==> config.mk <==
export PLATFORM = sky130hd
export DESIGN_NAME = nand_pgm_if
export DESIGN_NICKNAME = d
export VERILOG_FILES = /design/src/rtl/nand_pgm_if.sv
export SDC_FILE = /design/constraint.sdc
export NUM_CORES = 1
export LEC_CHECK = 0
export BUFFER_PORTS_ARGS = -buffer_cell sky130_fd_sc_hd__buf_2
export CAP_MARGIN = 20
export CORE_MARGIN = 2
export CORE_UTILIZATION = 29
export DETAILED_ROUTE_END_ITERATION = 8
export PLACE_DENSITY = 0.45
export SLEW_MARGIN = 20
export SYNTH_ARGS = -nofsm -noshare
export SYNTH_HDL_FRONTEND = slang
export SYNTH_SLANG_ARGS = --single-unit
==> constraint.sdc <==
create_clock -name clk -period 4.2 [get_ports clk]
set_clock_uncertainty 0.2 [all_clocks]
set_input_delay 0.63 -clock clk [delete_from_list [all_inputs] [get_ports clk]]
set_output_delay 0.63 -clock clk [all_outputs]
set_load 0.03 [all_outputs]
==> src/rtl/nand_pgm_if.sv <==
module nand_pgm_if #(
  parameter int COLS       = 16,
  parameter int PAGES      = 4,
  parameter int BUSY_CYC   = 8,
  parameter int STUCK_ROW  = 1,
  parameter int STUCK_COL  = 5,
  parameter logic [7:0] STUCK_BITS = 8'h11
) (
  input  logic       clk,
  input  logic       rst_n,
  input  logic       cle,
  input  logic       ale,
  input  logic       we,
  input  logic [7:0] din,
  output logic [7:0] dout,
  output logic       rb_n
);
  localparam int CW = (COLS > 1) ? $clog2(COLS) : 1;
  localparam int RW = (PAGES > 1) ? $clog2(PAGES) : 1;
  localparam int BW = $clog2(BUSY_CYC + 1);

  typedef enum logic [2:0] {S_IDLE, S_ADDR, S_DATA, S_RCOL, S_BUSY} st_t;

  st_t          state;
  logic [2:0]   acnt;
  logic [CW:0]  ptr;
  logic [RW-1:0] row;
  logic         loaded, stat_mode, fail;
  logic [BW-1:0] bcnt;
  logic [7:0]   page [COLS];
  logic [7:0]   mem  [PAGES][COLS];
  logic [7:0]   merged [COLS];
  logic         pfail;

  wire busy   = (state == S_BUSY);
  wire cmd_wr = we & cle & ~ale;
  wire adr_wr = we & ale & ~cle;
  wire dat_wr = we & ~cle & ~ale;

  assign rb_n = ~busy;
  assign dout = stat_mode ? {1'b0, ~busy, 5'b00000, fail} : 8'h00;

  always_comb begin
    pfail = 1'b0;
    for (int c = 0; c < COLS; c++) begin
      merged[c] = mem[row][c] & page[c];
      if (int'(row) == STUCK_ROW && c == STUCK_COL) merged[c] = merged[c] | STUCK_BITS;
      pfail = pfail | (|(~page[c] & merged[c]));
    end
  end

  always_ff @(posedge clk or negedge rst_n) begin
    if (!rst_n) begin
      state     <= S_IDLE;
      acnt      <= '0;
      ptr       <= '0;
      row       <= '0;
      loaded    <= 1'b0;
      stat_mode <= 1'b0;
      fail      <= 1'b0;
      bcnt      <= '0;
      for (int c = 0; c < COLS; c++) page[c] <= 8'hFF;
      for (int r = 0; r < PAGES; r++)
        for (int c = 0; c < COLS; c++) mem[r][c] <= 8'hFF;
    end else if (busy) begin
      if (cmd_wr && din == 8'hFF) begin
        state     <= S_IDLE;
        ptr       <= '0;
        loaded    <= 1'b0;
        stat_mode <= 1'b0;
      end else begin
        if (cmd_wr && din == 8'h70) stat_mode <= 1'b1;
        if (bcnt == BW'(1)) begin
          state  <= S_IDLE;
          loaded <= 1'b0;
          fail   <= pfail;
          for (int c = 0; c < COLS; c++) mem[row][c] <= merged[c];
        end else begin
          bcnt <= bcnt - 1'b1;
        end
      end
    end else if (cmd_wr) begin
      case (din)
        8'h80: begin
          state     <= S_ADDR;
          acnt      <= '0;
          ptr       <= '0;
          loaded    <= 1'b0;
          stat_mode <= 1'b0;
          for (int c = 0; c < COLS; c++) page[c] <= 8'hFF;
        end
        8'h85: if (state == S_DATA) begin
          state     <= S_RCOL;
          acnt      <= '0;
          stat_mode <= 1'b0;
        end
        8'h10: if (state == S_DATA && loaded) begin
          state     <= S_BUSY;
          bcnt      <= BW'(BUSY_CYC);
          stat_mode <= 1'b1;
        end
        8'h70: stat_mode <= 1'b1;
        8'hFF: begin
          state     <= S_IDLE;
          ptr       <= '0;
          loaded    <= 1'b0;
          stat_mode <= 1'b0;
        end
        default: ;
      endcase
    end else if (adr_wr) begin
      if (state == S_ADDR) begin
        acnt <= acnt + 1'b1;
        if (acnt == 3'd0) ptr <= {1'b0, din[CW-1:0]};
        if (acnt == 3'd2) row <= din[RW-1:0];
        if (acnt == 3'd4) state <= S_DATA;
      end else if (state == S_RCOL) begin
        acnt <= acnt + 1'b1;
        if (acnt == 3'd0) ptr <= {1'b0, din[CW-1:0]};
        if (acnt == 3'd1) state <= S_DATA;
      end
    end else if (dat_wr && state == S_DATA && int'(ptr) < COLS) begin
      page[ptr[CW-1:0]] <= din;
      ptr    <= ptr + 1'b1;
      loaded <= 1'b1;
    end
  end
endmodule

# == After elaboration in Yosys (flattened, before gate mapping) ==
# Index checks and enable logic that the tools add are counted.
# classes
reduce_logical,46
addsub,3
mux,107
order_cmp,5
bitwise,76
eq_ne,32
# ops
cell,n
bitwise mux 512 bit,16
demux 128 bit (select 2 bit),16
2-to-1 mux 128 bit,7
AND 8 bit,32
binary-select mux 128 bit (select 2 bit),1
bitwise mux 128 bit,1
NOT 8 bit,16
OR reduction 8 bit,16
2-to-1 mux 120 bit,1
2-to-1 mux 112 bit,1
2-to-1 mux 104 bit,1
2-to-1 mux 96 bit,1
2-to-1 mux 88 bit,1
2-to-1 mux 80 bit,1
2-to-1 mux 72 bit,1
2-to-1 mux 64 bit,1
2-to-1 mux 56 bit,1
2-to-1 mux 5 bit,10
2-to-1 mux 3 bit,16
2-to-1 mux 48 bit,1
2-to-1 mux 40 bit,1
demux 8 bit (select 4 bit),1
2-to-1 mux 32 bit,1
"== test 8 bit, second input constant",3
other kinds (48),122
# word_totals
reg_bits,660
out_inout_bits,9

# == Logic depth before layout (Yosys ltp) ==
# depth
word_depth,22
depth_mapped,8
ltp_nobuf,7

# == Worst setup path before layout ==
# No wires, ideal clock.
# synth_timing
kind,input-to-reg
start,in ale
end,reg state[2]
n_path_buf,0
path_slack_ns,1.701
required_ns,3.872
arrival_ns,2.171
cell_stages,5
setup_time_ns,0.128
path_cell_list,nand3b_1 > o31ai_1 > nor2_1 > nor4_2 > mux2_1
# synth_via
elab_chain_len,5
elab_cells_between_ends,17
# synth_rtl
item,line_no,text
"start, declared",12,"input logic ale,"
NOT 1 bit,36,wire cmd_wr = we & cle & ~ale;
AND 1 bit,36,
logical AND 1 bit,66,if (cmd_wr && din == 8'hFF) begin
!= test 3 x 1 -> 1 bit (no source line) or 2-to-1 mux 3 bit (tied branches),--,
AND reduction 8 bit (no source line) or 2-to-1 mux 3 bit (tied branches),--,
"end signal, assigned",54,state <= S_IDLE;
"end signal, assigned",67,state <= S_IDLE;
"end signal, assigned",74,state <= S_IDLE;
"end, declared",24,st_t state;
# Parallel ways exist; a longest one is shown, timed or not.
# A chain may end at the register's enable or synchronous reset.

# == Worst setup path after layout ==
# Same ends and word-level chain as after synthesis.

==> metrics <==
aggregate negative setup slack 0 ns; mux cell area share after synthesis 5.822%; share of power burned in the clock network 27.2%; first-pass GRT wire length 6672 um; first-pass iteration count of the detailed router 4; category of the worst setup path launch point input pin; #FFs+latches synth 22; Max Fanout on Critical Path 11; switching share of power 31.18%; largest family of logic cells by synthesized area simple AND/OR/NAND/NOR gates; Top Family by Delay on Critical Path simple AND/OR/NAND/NOR gates; Bufs and invs on worst path 2; delay of the slowest cell on the worst path 0.51 ns; Max stage delay cell, worst path sky130_fd_sc_hd__o31ai_1; average footprint of a synthesized cell 8.862 sq um; required arrival time at the worst endpoint 4.15 ns; data arrival time at the worst-slack endpoint 2.60 ns; Final Max Slew Viols 0; total of cells resized after clock tree synthesis 0; final setup violating endpoints 0; Leakage Power 0.8073 nW; HPWL after DPL 2934 um; clock edge transition at the registers on the reported setup and hold paths 0.08 ns; top post-synthesis cells by count sky130_fd_sc_hd__dfrtp_1, sky130_fd_sc_hd__clkbuf_1, sky130_fd_sc_hd__nand2_1; area enclosed by the die boundary 6560 sq um; number of design-rule violations left by the first detailed-router iteration 79; n_diodes 0; Sink Count 22; worst hold path type input pin to asynchronous set/reset pin; number of top-level pins 22; Vias/cell 5.067; # Max-Cap Violations 0; EDFF count, synth 0; count of synthesis-stage warnings from yosys 0; GP Congestion 0.8006; post-synthesis cell area 1719 sq um; Adder-Cell Fraction of Synth Area 6.550%; part of the power in registers 48.0%; worst voltage drop across the vdd grid 180.9 uV; routed wire length 3858 um; number of antenna violations at the first check in global routing 0; Combinational Power Share 24.7%; Total Routing Usage GR 13.01%; nature of the critical path endpoint flop; post-layout net count 218; Die Width 81.00 um; count of fill cells added during filler insertion 640; cell chosen for the clock root sky130_fd_sc_hd__clkbuf_8; Core ar. 5816 sq um; total power 0.5720 mW; # Post-CTS Setup Buffers 0; Max clock buf depth 2; clock period minus worst slack 2.654 ns; Detail Route Antenna Nets 0; leading register cell type out of synthesis sky130_fd_sc_hd__dfrtp_1; Final Hold Violating Endpoints 0; floorplan row count 28; pin count of the biggest net entering global routing 23; type of the worst setup path input pin to flop; PwrDens 309.3 nW/um^2; post-synthesis cell type with the largest combined area sky130_fd_sc_hd__dfrtp_1; CTS H-tree lvls 1; number of buffers added by the clock tree synthesis step 3; cts-stage hold buffer count 0; overflow left after global routing 0; count of buffers inserted at the top-level ports 15; area grow syn2layout 7.569%; number of global-route vias before repair 1,323; slew at the pin with the worst max-slew slack 0.6769 ns; Worst Hold Margin 0.1364 ns; most common cell in the synthesized netlist sky130_fd_sc_hd__dfrtp_1; CP Cell Sequence buf_2 > nand3b_1 > buf_4 > o31ai_1 > nor2_1 > nor4_2 > mux2_1; post-synthesis share of cell area spent on and, or, nand and nor gates 29.48%; main area contributors after synthesis sky130_fd_sc_hd__dfrtp_1, sky130_fd_sc_hd__ha_1, sky130_fd_sc_hd__mux2_2, sky130_fd_sc_hd__buf_4, sky130_fd_sc_hd__clkbuf_1; maximum clock frequency 0.3768 GHz; run status finished clean; area fraction of the dominant cell type after synthesis 29.11%; via count 1,368; net load switching power 0.1783 mW; Max-Slew Margin vs Limit 54.24%; mean routed wirelength per cell 14.29 um; initial standard-cell utilization of the core 29.56%; clock latency on the worst-skew pair 0.26 ns; share of the cycle needed by the critical path after routing 63.19%; Int Pwr 0.3936 mW; RSZ-0062 raised after global routing no; Cell variety after synth 57; share of the synthesized netlist area taken by xor and xnor gates 2.038%; register area share after synthesis 32.17%; synthesized-area fraction occupied by ao, oa, aoi and oai cells 14.99%; fraction of layout instances using a drive strength above 1 19.49%; Synth Instances 194; DRC errors left 0; fraction of registers with async set/reset 100.0%; CTS tree yes; vertical die dimension 81.00 um
power groups by stage:
| stage | Combinational [mW] | Clock, mW | Sequential, mW |
|---|---|---|---|
| final | 0.141 | 0.156 | 0.275 |
| after global routing | 0.164 | 0.172 | 0.280 |
| after CTS | 0.143 | 0.162 | 0.274 |
| after detailed placement | 0.142 | 0 | 0.279 |
| after global placement | 0.142 | 0 | 0.280 |
| after floorplan | 0.118 | 0 | 0.267 |
sequential cells by signal, indices dropped and copies added (netlist names):
signal,flops
stat_mode,1
state,3
bcnt,4
ptr,5
row,2
acnt,3
fail,1
page,2
loaded,1
worst paths after layout:
kind | startpoint | end | slack (ns) | cells after the start
worst max-delay path | ale | state[2]$_DFFE_PN0P_ | 1.55 | 7
worst min-delay path | rst_n | row[1]$_DFFE_PN0P_ | 0.14 | 1
worst max register to register | state[1]$_DFFE_PN0P_ | acnt[1]$_DFFE_PN0P_ | 1.64 | 6
worst min register to register | fail$_DFFE_PN0P_ | fail$_DFFE_PN0P_ | 0.28 | 2
max in group asynchronous | rst_n | page[80]$_DFFE_PN1P_ | 3.30 | 1
min in group clk | fail$_DFFE_PN0P_ | fail$_DFFE_PN0P_ | 0.28 | 2
per-stage QoR:
step / worst slack [ns] / util, % / cell area [sq um] / cells
floorplan: 1.701 / - / 1738 / 199
detailed placement: 1.226 / 30.85 / 1794 / 266
global placement: 1.234 / 30.85 / 1794 / 266
CTS: 1.502 / 31.80 / 1849 / 270
global route: 1.283 / 31.80 / 1849 / 270
finish: 1.546 / 31.80 / 1849 / 270
cell type report:
class / instances / area [sq um] / area share [%]
multi-input combinational: 145 / 1035 / 55.95
timing repair buffer: 16 / 82.58 / 4.466
inverter: 8 / 30.03 / 1.624
tap: 75 / 93.84 / 5.074
sequential: 22 / 553.0 / 29.91
clock buffer: 4 / 55.05 / 2.977
placed cells by master, fill, tap and decap left out, types with 4 or more instances in the layout:
master,netlist,layout
sky130_fd_sc_hd__nand3_1,7,7
sky130_fd_sc_hd__a21o_1,4,4
sky130_fd_sc_hd__and2_1,5,5
sky130_fd_sc_hd__buf_2,3,15
sky130_fd_sc_hd__nor2_1,11,11
sky130_fd_sc_hd__o21ai_0,9,9
sky130_fd_sc_hd__ha_1,9,9
sky130_fd_sc_hd__a21oi_1,10,10
sky130_fd_sc_hd__clkbuf_8,0,4
sky130_fd_sc_hd__inv_1,8,8
sky130_fd_sc_hd__dfrtp_1,20,20
sky130_fd_sc_hd__nor3_1,6,6
sky130_fd_sc_hd__conb_1,1,6
sky130_fd_sc_hd__nand2_1,14,14
sky130_fd_sc_hd__mux2_2,7,7
metal layers:
layer / GRT usage [%] / share of wire (%)
met2: 19.83 / 44
met4: 3.559 / 0.75
met5: 0 / 0
met1: 19.38 / 53
met3: 1.444 / 2.6
kinds of logic after synthesis:
group           after synthesis
buf+inv                      32
flops                        22
simple gates                 79
xor+xnor                      4
fa+ha+maj                     9
compound gates               38
other cells                   1
mux                           9
(Power assumes the default switching activity.)
